<file path="src/rtl/bcfg_pkg.sv">
package bcfg_pkg;
   localparam int unsigned KEY_W    = 12;
   localparam int unsigned CODE_LSB = 12;
   localparam int unsigned CODE_W   = 6;
   localparam int unsigned N_STEPS  = 3;

   typedef enum logic [1:0] {
      ST_IDLE = 2'd0,
      ST_ONE  = 2'd1,
      ST_TWO  = 2'd2
   } seq_state_t;

   typedef struct packed {
      logic       sync_en;
      logic       cont;
      logic [1:0] len;
      logic [1:0] waits;
   } bcfg_code_t;

   function automatic logic [KEY_W-1:0] step_addr(input int unsigned idx);
      case (idx)
         0:       return 12'h555;
         1:       return 12'h2AA;
         default: return 12'h555;
      endcase
   endfunction

   function automatic logic [7:0] step_data(input int unsigned idx);
      case (idx)
         0:       return 8'hAA;
         1:       return 8'h55;
         default: return 8'hC0;
      endcase
   endfunction
endpackage

</file>
<file path="src/rtl/bcfg_step_match.sv">
module bcfg_step_match #(
   parameter int unsigned DATA_W    = 16,
   parameter int unsigned KEY_W     = 12,
   parameter bit          STRICT_HI = 1'b1,
   parameter logic [KEY_W-1:0] KEY_ADDR = '0,
   parameter logic [7:0]       KEY_DATA = '0
) (
   input  logic [KEY_W-1:0]  addr_i,
   input  logic [DATA_W-1:0] data_i,
   output logic              hit_o
);
   logic lo_hit;
   logic hi_ok;

   if (DATA_W < 8) begin : g_chk_w
      initial $error("bcfg_step_match: DATA_W must be at least 8");
   end

   assign lo_hit = (addr_i == KEY_ADDR) && (data_i[7:0] == KEY_DATA);

   if (DATA_W > 8 && STRICT_HI) begin : g_strict
      assign hi_ok = (data_i[DATA_W-1:8] == '0);
   end else if (DATA_W > 8) begin : g_loose
      logic unused_hi;
      assign unused_hi = ^data_i[DATA_W-1:8];
      assign hi_ok = 1'b1;
   end else begin : g_narrow
      assign hi_ok = 1'b1;
   end

   assign hit_o = lo_hit && hi_ok;
endmodule

</file>
<file path="src/rtl/bcfg_seq_fsm.sv">
module bcfg_seq_fsm
   import bcfg_pkg::*;
#(
   parameter int unsigned STEPS = N_STEPS
) (
   input  logic             clk,
   input  logic             rst_n,
   input  logic             wr_en_i,
   input  logic [STEPS-1:0] hit_i,
   input  logic             busy_i,
   output logic             load_o
);
   seq_state_t st_q, st_d;

   if (STEPS != 3) begin : g_chk_steps
      initial $error("bcfg_seq_fsm: sequence is defined for three steps");
   end

   always_comb begin
      st_d = st_q;
      if (wr_en_i) begin
         unique case (st_q)
            ST_IDLE: st_d = hit_i[0] ? ST_ONE : ST_IDLE;
            ST_ONE:  st_d = hit_i[1] ? ST_TWO : ST_IDLE;
            ST_TWO:  st_d = ST_IDLE;
            default: st_d = ST_IDLE;
         endcase
      end
   end

   always_ff @(posedge clk or negedge rst_n) begin
      if (!rst_n) st_q <= ST_IDLE;
      else        st_q <= st_d;
   end

   assign load_o = wr_en_i && (st_q == ST_TWO) && hit_i[2] && !busy_i;

   a_r4_break_to_idle: assert property (@(posedge clk) disable iff (!rst_n)
      (wr_en_i && st_q == ST_ONE && !hit_i[1]) |=> (st_q == ST_IDLE));

   a_r4_state_legal: assert property (@(posedge clk) disable iff (!rst_n)
      st_q != 2'd3);

   a_r6_hold_without_write: assert property (@(posedge clk) disable iff (!rst_n)
      !wr_en_i |=> $stable(st_q));

   a_r2_load_only_after_two: assert property (@(posedge clk) disable iff (!rst_n)
      load_o |-> $past(wr_en_i) || $past(st_q) == ST_TWO);
endmodule

</file>
<file path="src/rtl/bcfg_cfg_reg.sv">
module bcfg_cfg_reg #(
   parameter int unsigned CODE_W = 6,
   parameter logic [CODE_W-1:0] DEFAULT_CODE = '0
) (
   input  logic              clk,
   input  logic              rst_n,
   input  logic              load_i,
   input  logic [CODE_W-1:0] code_i,
   output logic [CODE_W-1:0] code_o
);
   logic [CODE_W-1:0] code_q;

   always_ff @(posedge clk or negedge rst_n) begin
      if (!rst_n)      code_q <= DEFAULT_CODE;
      else if (load_i) code_q <= code_i;
   end

   assign code_o = code_q;

   a_r7_hold_unless_load: assert property (@(posedge clk) disable iff (!rst_n)
      !load_i |=> $stable(code_q));
endmodule

</file>
<file path="src/rtl/bcfg_cmd_decoder.sv">
module bcfg_cmd_decoder
   import bcfg_pkg::*;
#(
   parameter int unsigned ADDR_W    = 20,
   parameter int unsigned DATA_W    = 16,
   parameter bit          STRICT_HI = 1'b1,
   parameter logic [CODE_W-1:0] DEFAULT_CODE = '0
) (
   input  logic              clk,
   input  logic              rst_n,
   input  logic              wr_en_i,
   input  logic [ADDR_W-1:0] wr_addr_i,
   input  logic [DATA_W-1:0] wr_data_i,
   input  logic              busy_i,
   output logic              cfg_sync_o,
   output logic              cfg_cont_o,
   output logic [1:0]        cfg_len_o,
   output logic [1:0]        cfg_wait_o
);
   localparam int unsigned CODE_MSB = CODE_LSB + CODE_W - 1;

   logic [N_STEPS-1:0] hit;
   logic               load;
   logic [CODE_W-1:0]  code_q;
   bcfg_code_t         fields;

   if (ADDR_W < CODE_MSB + 1) begin : g_chk_addr
      initial $error("bcfg_cmd_decoder: ADDR_W too small for the code field");
   end
   if ($bits(bcfg_code_t) != CODE_W) begin : g_chk_code
      initial $error("bcfg_cmd_decoder: code layout does not match CODE_W");
   end

   if (ADDR_W > CODE_MSB + 1) begin : g_hi_addr
      logic unused_addr_hi;
      assign unused_addr_hi = ^wr_addr_i[ADDR_W-1:CODE_MSB+1];
   end

   for (genvar s = 0; s < N_STEPS; s++) begin : g_step
      bcfg_step_match #(
         .DATA_W   (DATA_W),
         .KEY_W    (KEY_W),
         .STRICT_HI(STRICT_HI),
         .KEY_ADDR (step_addr(s)),
         .KEY_DATA (step_data(s))
      ) i_match (
         .addr_i(wr_addr_i[KEY_W-1:0]),
         .data_i(wr_data_i),
         .hit_o (hit[s])
      );
   end

   bcfg_seq_fsm #(.STEPS(N_STEPS)) i_fsm (
      .clk    (clk),
      .rst_n  (rst_n),
      .wr_en_i(wr_en_i),
      .hit_i  (hit),
      .busy_i (busy_i),
      .load_o (load)
   );

   bcfg_cfg_reg #(.CODE_W(CODE_W), .DEFAULT_CODE(DEFAULT_CODE)) i_reg (
      .clk   (clk),
      .rst_n (rst_n),
      .load_i(load),
      .code_i(wr_addr_i[CODE_MSB:CODE_LSB]),
      .code_o(code_q)
   );

   assign fields     = bcfg_code_t'(code_q);
   assign cfg_sync_o = fields.sync_en;
   assign cfg_cont_o = fields.cont;
   assign cfg_len_o  = fields.len;
   assign cfg_wait_o = fields.waits;

   a_r5_busy_freeze: assert property (@(posedge clk) disable iff (!rst_n)
      busy_i |=> $stable(code_q));

   a_r7_change_needs_write: assert property (@(posedge clk) disable iff (!rst_n)
      !$stable(code_q) |-> $past(wr_en_i));

   a_r2_load_value: assert property (@(posedge clk) disable iff (!rst_n)
      load |=> code_q == $past(wr_addr_i[CODE_MSB:CODE_LSB]));
endmodule

</file>
<file path="config.mk">
export PLATFORM = sky130hd
export DESIGN_NAME = bcfg_cmd_decoder
export DESIGN_NICKNAME = d
export VERILOG_FILES = /design/src/rtl/bcfg_pkg.sv /design/src/rtl/bcfg_step_match.sv /design/src/rtl/bcfg_seq_fsm.sv /design/src/rtl/bcfg_cfg_reg.sv /design/src/rtl/bcfg_cmd_decoder.sv
export SDC_FILE = /design/constraint.sdc
export NUM_CORES = 1
export LEC_CHECK = 0
export BUFFER_PORTS_ARGS = -buffer_cell sky130_fd_sc_hd__buf_2
export CORE_UTILIZATION = 35
export CTS_CLUSTER_SIZE = 25
export DETAILED_ROUTE_END_ITERATION = 10
export GPL_TIMING_DRIVEN = 0
export PLACE_DENSITY = 0.87
export SYNTH_ARGS = -nofsm -noshare
export SYNTH_HDL_FRONTEND = slang
export SYNTH_SLANG_ARGS = --single-unit
</file>
<file path="constraint.sdc">
create_clock -name clk -period 2.3 [get_ports clk]
set_input_delay 0.23 -clock clk [delete_from_list [all_inputs] [get_ports clk]]
set_output_delay 0.23 -clock clk [all_outputs]
set_load 0.1 [all_outputs]
</file>
==> impl_metrics.toml, run 1 <==
[status]
status = "complete, no violations"

[sta]
hold_slack_ps = 218
final_hold_viol_count = 0
fmaxAchievable_mhz = 579
worstMarginPinSlew_ps = 489
relSlewSlack_pct = 67.6
drv_slew = 0
finalClockSkew_ps = 0.695
tns_ps = 0
setup_viol_count_final = 0
finalCritPeriodShare_pct = 75.1
period_needed_ps = 1730
grt_setup_unrepaired = "no"

[hold_path]
whs_path_depth = 2
hp-class = "in -> reg"

[setup_path]
worstRegToRegCells = 4
cp_max_fo = 6
cp_slowest_cell = "nor3_4"
cp_cell_sequence = "and4bb_2 > nand4_1 > nor3_4 > mux2_2"
critical_path_class = "reg -> reg"
end_kind = "flop"
crit_path_max_incr_delay_ps = 400
crit_arrival_ps = 1860
startpoint_type = "flop"
worst_ep_required_time_ps = 2430

[synthesis]
synthAdderAreaFrac_pct = 0
synth_cell_types = 15
synth_most_common_cell = "dfrtp_1"
synth_top_family_by_area = "simple AND/OR/NAND/NOR gates"
ys_seq_area_share_pct = 43.8
post_synth_main_area_contributors = "dfrtp_1 (44%), mux2_2 (15%), nand4b_1 (5.8%)"
syn_avg_cell_area_um2 = 12.0
ys.flop_type = "dfrtp_1"
ys_warn_count = 0
synth_compound_area_share_pct = 3.29
syn_area_um2 = 457
syn_nets = 78
synthMuxAreaShare_pct = 14.8
syn_inst = 38
netlist_top_cells_count = "dfrtp_1 (8), mux2_2 (6)"
yosys.area.top_type = "dfrtp_1"
yosys.area.top_type_share_pct = 43.8
synth_seq_cells = 8
synth_edf_count = 0
synthXorXnorAreaFrac_pct = 0
synthSimpleGateAreaFrac_pct = 36.4
async_flop_share_pct = 100

[clocking]
clk_pin_slew_ps = 50
cts_buffers = 3
post_cts_buffers = 0
clk_latency_ps = 240
cts_root_buf = "clkbuf_4"
htree_levels = 1
clockBufferDepth = 2
clock-sinks = 8
cts_tree = "done"

[placement]
routabilityCongestion = 0.664
io_buffers = 43

[die]
io_pins = 46
core-area_um2 = 1160
die_h_um = 38.1
num_rows = 12
die_w_um = 38.1
die_area_um2 = 1450
start_util_pct = 39.5

[grt]
grt.total_usage_pct = 17.8
grt_overflow = 0
grt_max_degree = 9
grt_pass1_wl_um = 1730
antenna_found_initial = 0
grt_pass1_vias = 500

[final_layout]
diodes = 0
fillCellCount = 96
syn_to_final_growth_pct = 58.1
nets = 127
drive_above_1_share_pct = 64.7

[power]
leakage_nw = 0.385
power_density_nw_per_um2 = 399
ir_drop_mv = 0.267

[routing]
ant_nets = 0
wl_per_cell_um = 11.5
wl_um = 1140
route.detailed.drc = 0
firstDrtPassIters = 4
vias = 529
drt-initial-drc-count = 7
vias_per_cell = 5.34

[flow_run]
maxCapViolCount = 0
[worst max-delay path, delay by kind of cell (launching register included)]
family	cells	cell delay (ps)
multiplexers	1	380
flip-flops	1	370
AND/OR/NAND/NOR	3	860
[cell usage in the layout, fill, tap and decap left out]
| cell type | netlist | layout |
|---|---|---|
| o32ai_1 | 1 | 1 |
| dfrtp_1 | 8 | 8 |
| nand2_1 | 1 | 1 |
| mux2_2 | 6 | 6 |
| nor4_1 | 3 | 3 |
| nor2_1 | 1 | 1 |
| clkbuf_4 | 0 | 3 |
| inv_1 | 2 | 2 |
| nor4bb_1 | 2 | 2 |
| nand3b_1 | 1 | 1 |
| nor3_4 | 1 | 1 |
| nand4b_1 | 3 | 3 |
| o22ai_1 | 1 | 1 |
| buf_2 | 0 | 43 |
| nor4b_1 | 3 | 3 |
| and4bb_2 | 2 | 2 |
| dlygate4sd3_1 | 0 | 1 |
| nand4_1 | 3 | 3 |
[per-layer routing]
metal / track usage (%) / share of wire (%) / vias to the layer above
met1: 18.5 / 39 / 253
li1: - / - / 257
met3: 2.33 / 5.6 / 2
met4: 13.4 / 0.97 / 0
met5: 0 / 0 / -
met2: 31.8 / 55 / 17
[cells by family after synthesis]
family | Yosys count
buffers and inverters | 2
and+or+nand+nor | 20
AOI/OAI and AO/OA | 2
muxes | 6
DFF | 8
[power by group]
| group | switching (mW) | internal (mW) |
|---|---|---|
| Combinational | 0.0170 | 0.0295 |
| Clock | 0.0415 | 0.0593 |
| Sequential | 0.000000000119 | 0.141 |
| Total | 0.0585 | 0.230 |
[final cells by class]
| type | instances | area, um^2 | area share, % |
|---|---|---|---|
| clock buffer | 3 | 22.5 | 3.12 |
| inverter | 2 | 7.51 | 1.04 |
| multi-input combinational | 28 | 249 | 34.5 |
| sequential | 8 | 200 | 27.7 |
| tap | 14 | 17.5 | 2.43 |
| timing repair buffer | 44 | 225 | 31.2 |
[flip-flops by register name, summed over array words and instances, names as in the netlist]
register,count
i_fsm.st_q,2
i_reg.code_o,6
[path summary, 6_finish.rpt]
kind / endpoint / start / slack (ps)
max: i_reg.code_o[5] / i_fsm.st_q[0] / 570
min reg2reg: i_reg.code_o[5] / i_reg.code_o[5] / 510
min: i_reg.code_o[3] / wr_addr_i[15] / 220
min in group asynchronous: i_reg.code_o[5] / rst_n / 350
max reg2reg: i_reg.code_o[5] / i_fsm.st_q[0] / 570
max in group asynchronous: i_reg.code_o[0] / rst_n / 1790
[stage by stage]
| step | setup slack [ps] | power [mW] | area [um^2] | utilization (%) | cells |
|---|---|---|---|---|---|
| after floorplan | 725 | 0.152 | 457 | - | 38 |
| after global placement | 562 | 0.187 | 689 | 59.6 | 95 |
| after detailed placement | 531 | 0.189 | 689 | 59.6 | 95 |
| after CTS | 572 | 0.296 | 722 | 62.4 | 99 |
| after global routing | 486 | 0.306 | 722 | 62.4 | 99 |
| final | 572 | 0.288 | 722 | 62.4 | 99 |
[what timing repair did]
item / in CTS / in global routing
resized for setup: 0 / 0
endpoints found under the hold margin: 8 / 0
hold buffers: 1 / 0
No activity file was read; power rests on OpenSTA's default activity.
==> inputs of run 2 (changes only) <==
CORE_UTILIZATION = 33   (was 35)
PLACE_DENSITY = 0.83   (was 0.87)
clock period = 1.7 ns   (was 2.3 ns; I/O delays follow)
==> impl_metrics.toml, run 2 (synthesized netlist as in run 1, its figures left out) <==
[status]
status = "complete, no violations"

[setup_path]
critical_path_class = "reg -> reg"
reg2reg_from = "i_fsm.st_q[0]"
r2r_slack_ps = 40
worstRegToRegCells = 5
worst_ep_required_time_ps = 1830
cp_slowest_cell = "dfrtp_1"
cp_max_fo = 2
critical_path_buf_inv_count = 1
critPathTopFamily = "simple AND/OR/NAND/NOR gates"
crit_arrival_ps = 1790
worstReg2RegEnd = "i_reg.code_o[5]"
end_kind = "flop"
startpoint_type = "flop"
crit_path_max_incr_delay_ps = 370
cp_cell_sequence = "and4bb_2 > nand4_1 > nor3_4 > buf_4 > mux2_2"

[power]
pwr-share-comb_pct = 16.2
power_density_nw_per_um2 = 516
ir_drop_mv = 0.450
power_frac_clock_pct = 35.4
leakage_nw = 0.409
p_sw_share_pct = 21.1
internal_power_uw = 311
p_sw_uw = 83.2
power_uw = 394
p_seq_share_pct = 48.3

[die]
io_pins = 46
die_w_um = 39.2
die_h_um = 39.2
num_rows = 13
die_area_um2 = 1540
start_util_pct = 35.1
core-area_um2 = 1300

[sta]
finalCritPeriodShare_pct = 97.4
relSlewSlack_pct = 67.7
setup_viol_count_final = 0
drv_slew = 0
tns_ps = 0
fmaxAchievable_mhz = 604
finalClockSkew_ps = 2.98
worstMarginPinSlew_ps = 489
period_needed_ps = 1660
final_hold_viol_count = 0

[placement]
io_buffers = 43
routabilityCongestion = 0.748
placedCellCount = 96
dp_hpwl_um = 1020

[hold_path]
min_to = "i_reg.code_o[0]"
worstHoldStart = "wr_addr_i[12]"
whs_path_depth = 2
hp-class = "in -> reg"

[clocking]
clockBufferDepth = 2
cts_tree = "done"
clk_pin_slew_ps = 50
cts_root_buf = "clkbuf_4"
htree_levels = 1
clk_latency_ps = 250
cts_buffers = 3
clock-sinks = 8

[routing]
wl_per_cell_um = 11.9
ant_nets = 0
vias_per_cell = 5.05
vias = 525
firstDrtPassIters = 2
route.detailed.drc = 0
wl_um = 1240
drt-initial-drc-count = 1

[grt]
antenna_found_initial = 0
grt_max_degree = 9
grt_pass1_wl_um = 1640
grt.total_usage_pct = 16.0
grt_pass1_vias = 481
grt_overflow = 0

[final_layout]
syn_to_final_growth_pct = 67.4
final_cells = 104
diodes = 0
post-route-util_pct = 58.8
drive_above_1_share_pct = 66.3
nets = 131
mostFrequentLayoutCells = "buf_2 (43), dfrtp_1 (8), mux2_2 (4)"
largest_reg_flops = 6
final_common_cell = "buf_2"

[flow_run]
maxCapViolCount = 0
==> run 2: worst reg2reg max path, cell delays in order (launching register included) <==
cell      delay, ps
dfrtp_1         370
and4bb_2        280
nand4_1         170
nor3_4          260
buf_4           150
mux2_2          320
==> run 2: power by group through the flow <==
stage                     clock network [mW]  registers [mW]  logic [mW]
after detailed placement                   0           0.194      0.0624
after global placement                     0           0.194      0.0596
after CTS                              0.146           0.191      0.0645
after global routing                   0.154           0.190      0.0707
after floorplan                            0           0.194      0.0114
final                                  0.140           0.191      0.0640
==> run 2: layout make-up <==
class	count	area (um^2)
Fill cell	123	537
Timing Repair Buffer	48	259
Multi-Input combinational cell	28	256
Sequential cell	8	200
Clock buffer	3	22.5
Tap cell	15	18.8
Inverter	2	7.51
==> run 2: metrics by stage <==
stage | cell area [um^2] | worst slack, ps | hold slack [ps]
after global routing | 764 | -25.5 | 151
after CTS | 723 | 52.9 | 151
final | 764 | 44.3 | 156
after detailed placement | 691 | -34.2 | 21.5
after floorplan | 457 | 125 | -126
after global placement | 691 | 4.30 | 12.9
==> run 2: worst max-delay path by stage <==
stage | from | endpoint | cells past startpoint
after global routing | i_fsm.st_q[0] | i_reg.code_o[2] | 5
after global placement | wr_data_i[0] | i_reg.code_o[5] | 5
after floorplan | i_fsm.st_q[0] | i_reg.code_o[0] | 4
after CTS | i_fsm.st_q[0] | i_reg.code_o[3] | 4
final | i_fsm.st_q[0] | i_reg.code_o[5] | 5
after detailed placement | wr_data_i[0] | i_reg.code_o[3] | 5
==> run 2: layer usage <==
layer  routed length (um)  vias up  track usage [%]  part of all wire [%]
met3                   84        2             1.73                   6.8
met1                  497      234             15.5                    40
met2                  642       25             30.8                    52
li1                     -      264                -                     -
met5                    0        -                0                     0
met4                   12        0             10.3                  0.97
==> run 2: repair_timing <==
action,in CTS,in global routing
hold buffers,1,0
pin swaps,1,3
buffers inserted,0,4
endpoints found under the hold margin,8,0
resized for setup,0,3
setup endpoints to repair,3,4
==> inputs of run 3 (changes only) <==
BUFFER_PORTS_ARGS = default   (was -buffer_cell sky130_fd_sc_hd__buf_2)
CORE_UTILIZATION = 30   (was 33)
DONT_BUFFER_PORTS = 1   (was default)
PLACE_DENSITY = 0.52   (was 0.83)
==> impl_metrics.toml, run 3 (synthesized netlist as in run 1, its figures left out) <==
[final_layout]
final_common_cell = "dfrtp_1"
syn_to_final_growth_pct = 20.3
diodes = 0
fillCellCount = 142
multi_input_area_um2 = 272
largest_reg_flops = 6
mostFrequentLayoutCells = "dfrtp_1 (8), mux2_4 (6)"
nets = 86
seq_area_um2 = 200
drive_above_1_share_pct = 31.8
final_cells = 59

[die]
core-area_um2 = 1350
die_h_um = 41.0
die_area_um2 = 1680
io_pins = 46
num_rows = 13
start_util_pct = 33.8
die_w_um = 41.0

[routing]
wl_met2_um = 588
drt-met1-wl_um = 480
vias = 377
wl_per_cell_um = 20.2
firstDrtPassIters = 4
met3_length_um = 105
route.detailed.drc = 0
top_layer = "met4"
drt-initial-drc-count = 4
vias_per_cell = 6.39
ant_nets = 0
wl_um = 1190

[setup_path]
startpoint_type = "flop"
end_kind = "flop"
crit_path_max_incr_delay_ps = 390
worst_ep_required_time_ps = 1830
critical_path_class = "reg -> reg"
critPathTopFamily = "simple AND/OR/NAND/NOR gates"
crit_arrival_ps = 1760
critical_path_buf_inv_count = 1
cp_slowest_cell = "dfrtp_1"
cp_max_fo = 6
cp_cell_sequence = "and4bb_2 > nand4_1 > nor3_4 > buf_6 > mux2_4"
r2r_slack_ps = 60

[sta]
period_needed_ps = 1640
tns_ps = 0
setup_viol_count_final = 0
finalCritPeriodShare_pct = 96.2
grt_setup_unrepaired = "yes"
worstMarginPinSlew_ps = 902
drv_slew = 0
fmaxAchievable_mhz = 611
relSlewSlack_pct = 39.8
finalClockSkew_ps = 1.42
final_hold_viol_count = 0

[grt]
grt_overflow = 0
antenna_found_initial = 0
grt_pass1_wl_um = 1520
grt.total_usage_pct = 14.9
grt_max_degree = 9
grt_pass1_vias = 401

[power]
p_sw_uw = 66.3
pwr-share-comb_pct = 5.2
internal_power_uw = 282
p_seq_share_pct = 54.7
power_density_nw_per_um2 = 634
ir_drop_mv = 0.160
leakage_nw = 0.223
power_frac_clock_pct = 40.1
p_sw_share_pct = 19.0

[flow_run]
maxCapViolCount = 0

[clocking]
cts_buffers = 3
clk_pin_slew_ps = 50
clk_latency_ps = 240
cts_root_buf = "clkbuf_4"
clockBufferDepth = 2
clock-sinks = 8
cts_tree = "done"
htree_levels = 1

[placement]
routabilityCongestion = 0.724
placedCellCount = 53
dp_hpwl_um = 920
io_buffers = 0

[status]
status = "complete, no violations"

[hold_path]
hp-class = "in -> reg"
-- run 3: cell types whose count changed in the layout (fill, tap and decap cells not counted) --
cell | previous run | this run
mux2_4 | 2 | 6
mux2_2 | 4 | 0
buf_4 | 3 | 1
buf_2 | 43 | 0
-- run 3: path summary, 6_finish.rpt --
kind | start | to | cells after the start
max | i_fsm.st_q[0] | i_reg.code_o[3] | 5
min | wr_en_i | i_fsm.st_q[1] | 1
max reg2reg | i_fsm.st_q[0] | i_reg.code_o[3] | 5
min reg2reg | i_fsm.st_q[1] | i_fsm.st_q[1] | 2
max in group asynchronous | rst_n | i_reg.code_o[2] | 1
min in group asynchronous | rst_n | i_reg.code_o[1] | 1
-- run 3: layout make-up --
type / instances / area share (%)
multi-input combinational: 28 / 49.4
tap: 15 / 3.42
timing repair buffer: 3 / 5.24
inverter: 2 / 1.37
sequential: 8 / 36.4
clock buffer: 3 / 4.10
-- run 3: per-stage QoR --
step	instance area, um^2	hold WS (ps)	worst slack [ps]	util [%]	power [mW]
floorplan	457	-126	125	-	0.205
global placement	475	-125	12.9	35.2	0.206
detailed placement	475	-125	-14.4	35.2	0.207
CTS	508	8.31	27.8	37.6	0.358
global route	549	10.1	-16.6	40.7	0.369
finish	549	18.5	64.0	40.7	0.348
-- run 3: power groups by stage --
stage                     sequential (mW)  combinational [mW]  clock (mW)
final                               0.191              0.0180       0.140
after global routing                0.190              0.0200       0.158
after CTS                           0.190              0.0179       0.149
after detailed placement            0.194              0.0127           0
after global placement              0.194              0.0119           0
after floorplan                     0.194              0.0114           0
-- run 3: routing by layer --
layer  global-route usage (%)  up-vias
met1                     16.0      171
met5                        0        -
met3                     3.26        2
met2                     24.6       33
met4                     12.5        0
li1                         -      171
-- run 3: timing repair --
item / 4_1_cts / 5_1_grt
resized for setup: 0 / 7
setup buffers: 0 / 2
endpoints found under the setup margin: 6 / 6
hold buffers: 1 / 0
pin swaps: 1 / 3
endpoints found under the hold margin: 8 / 0
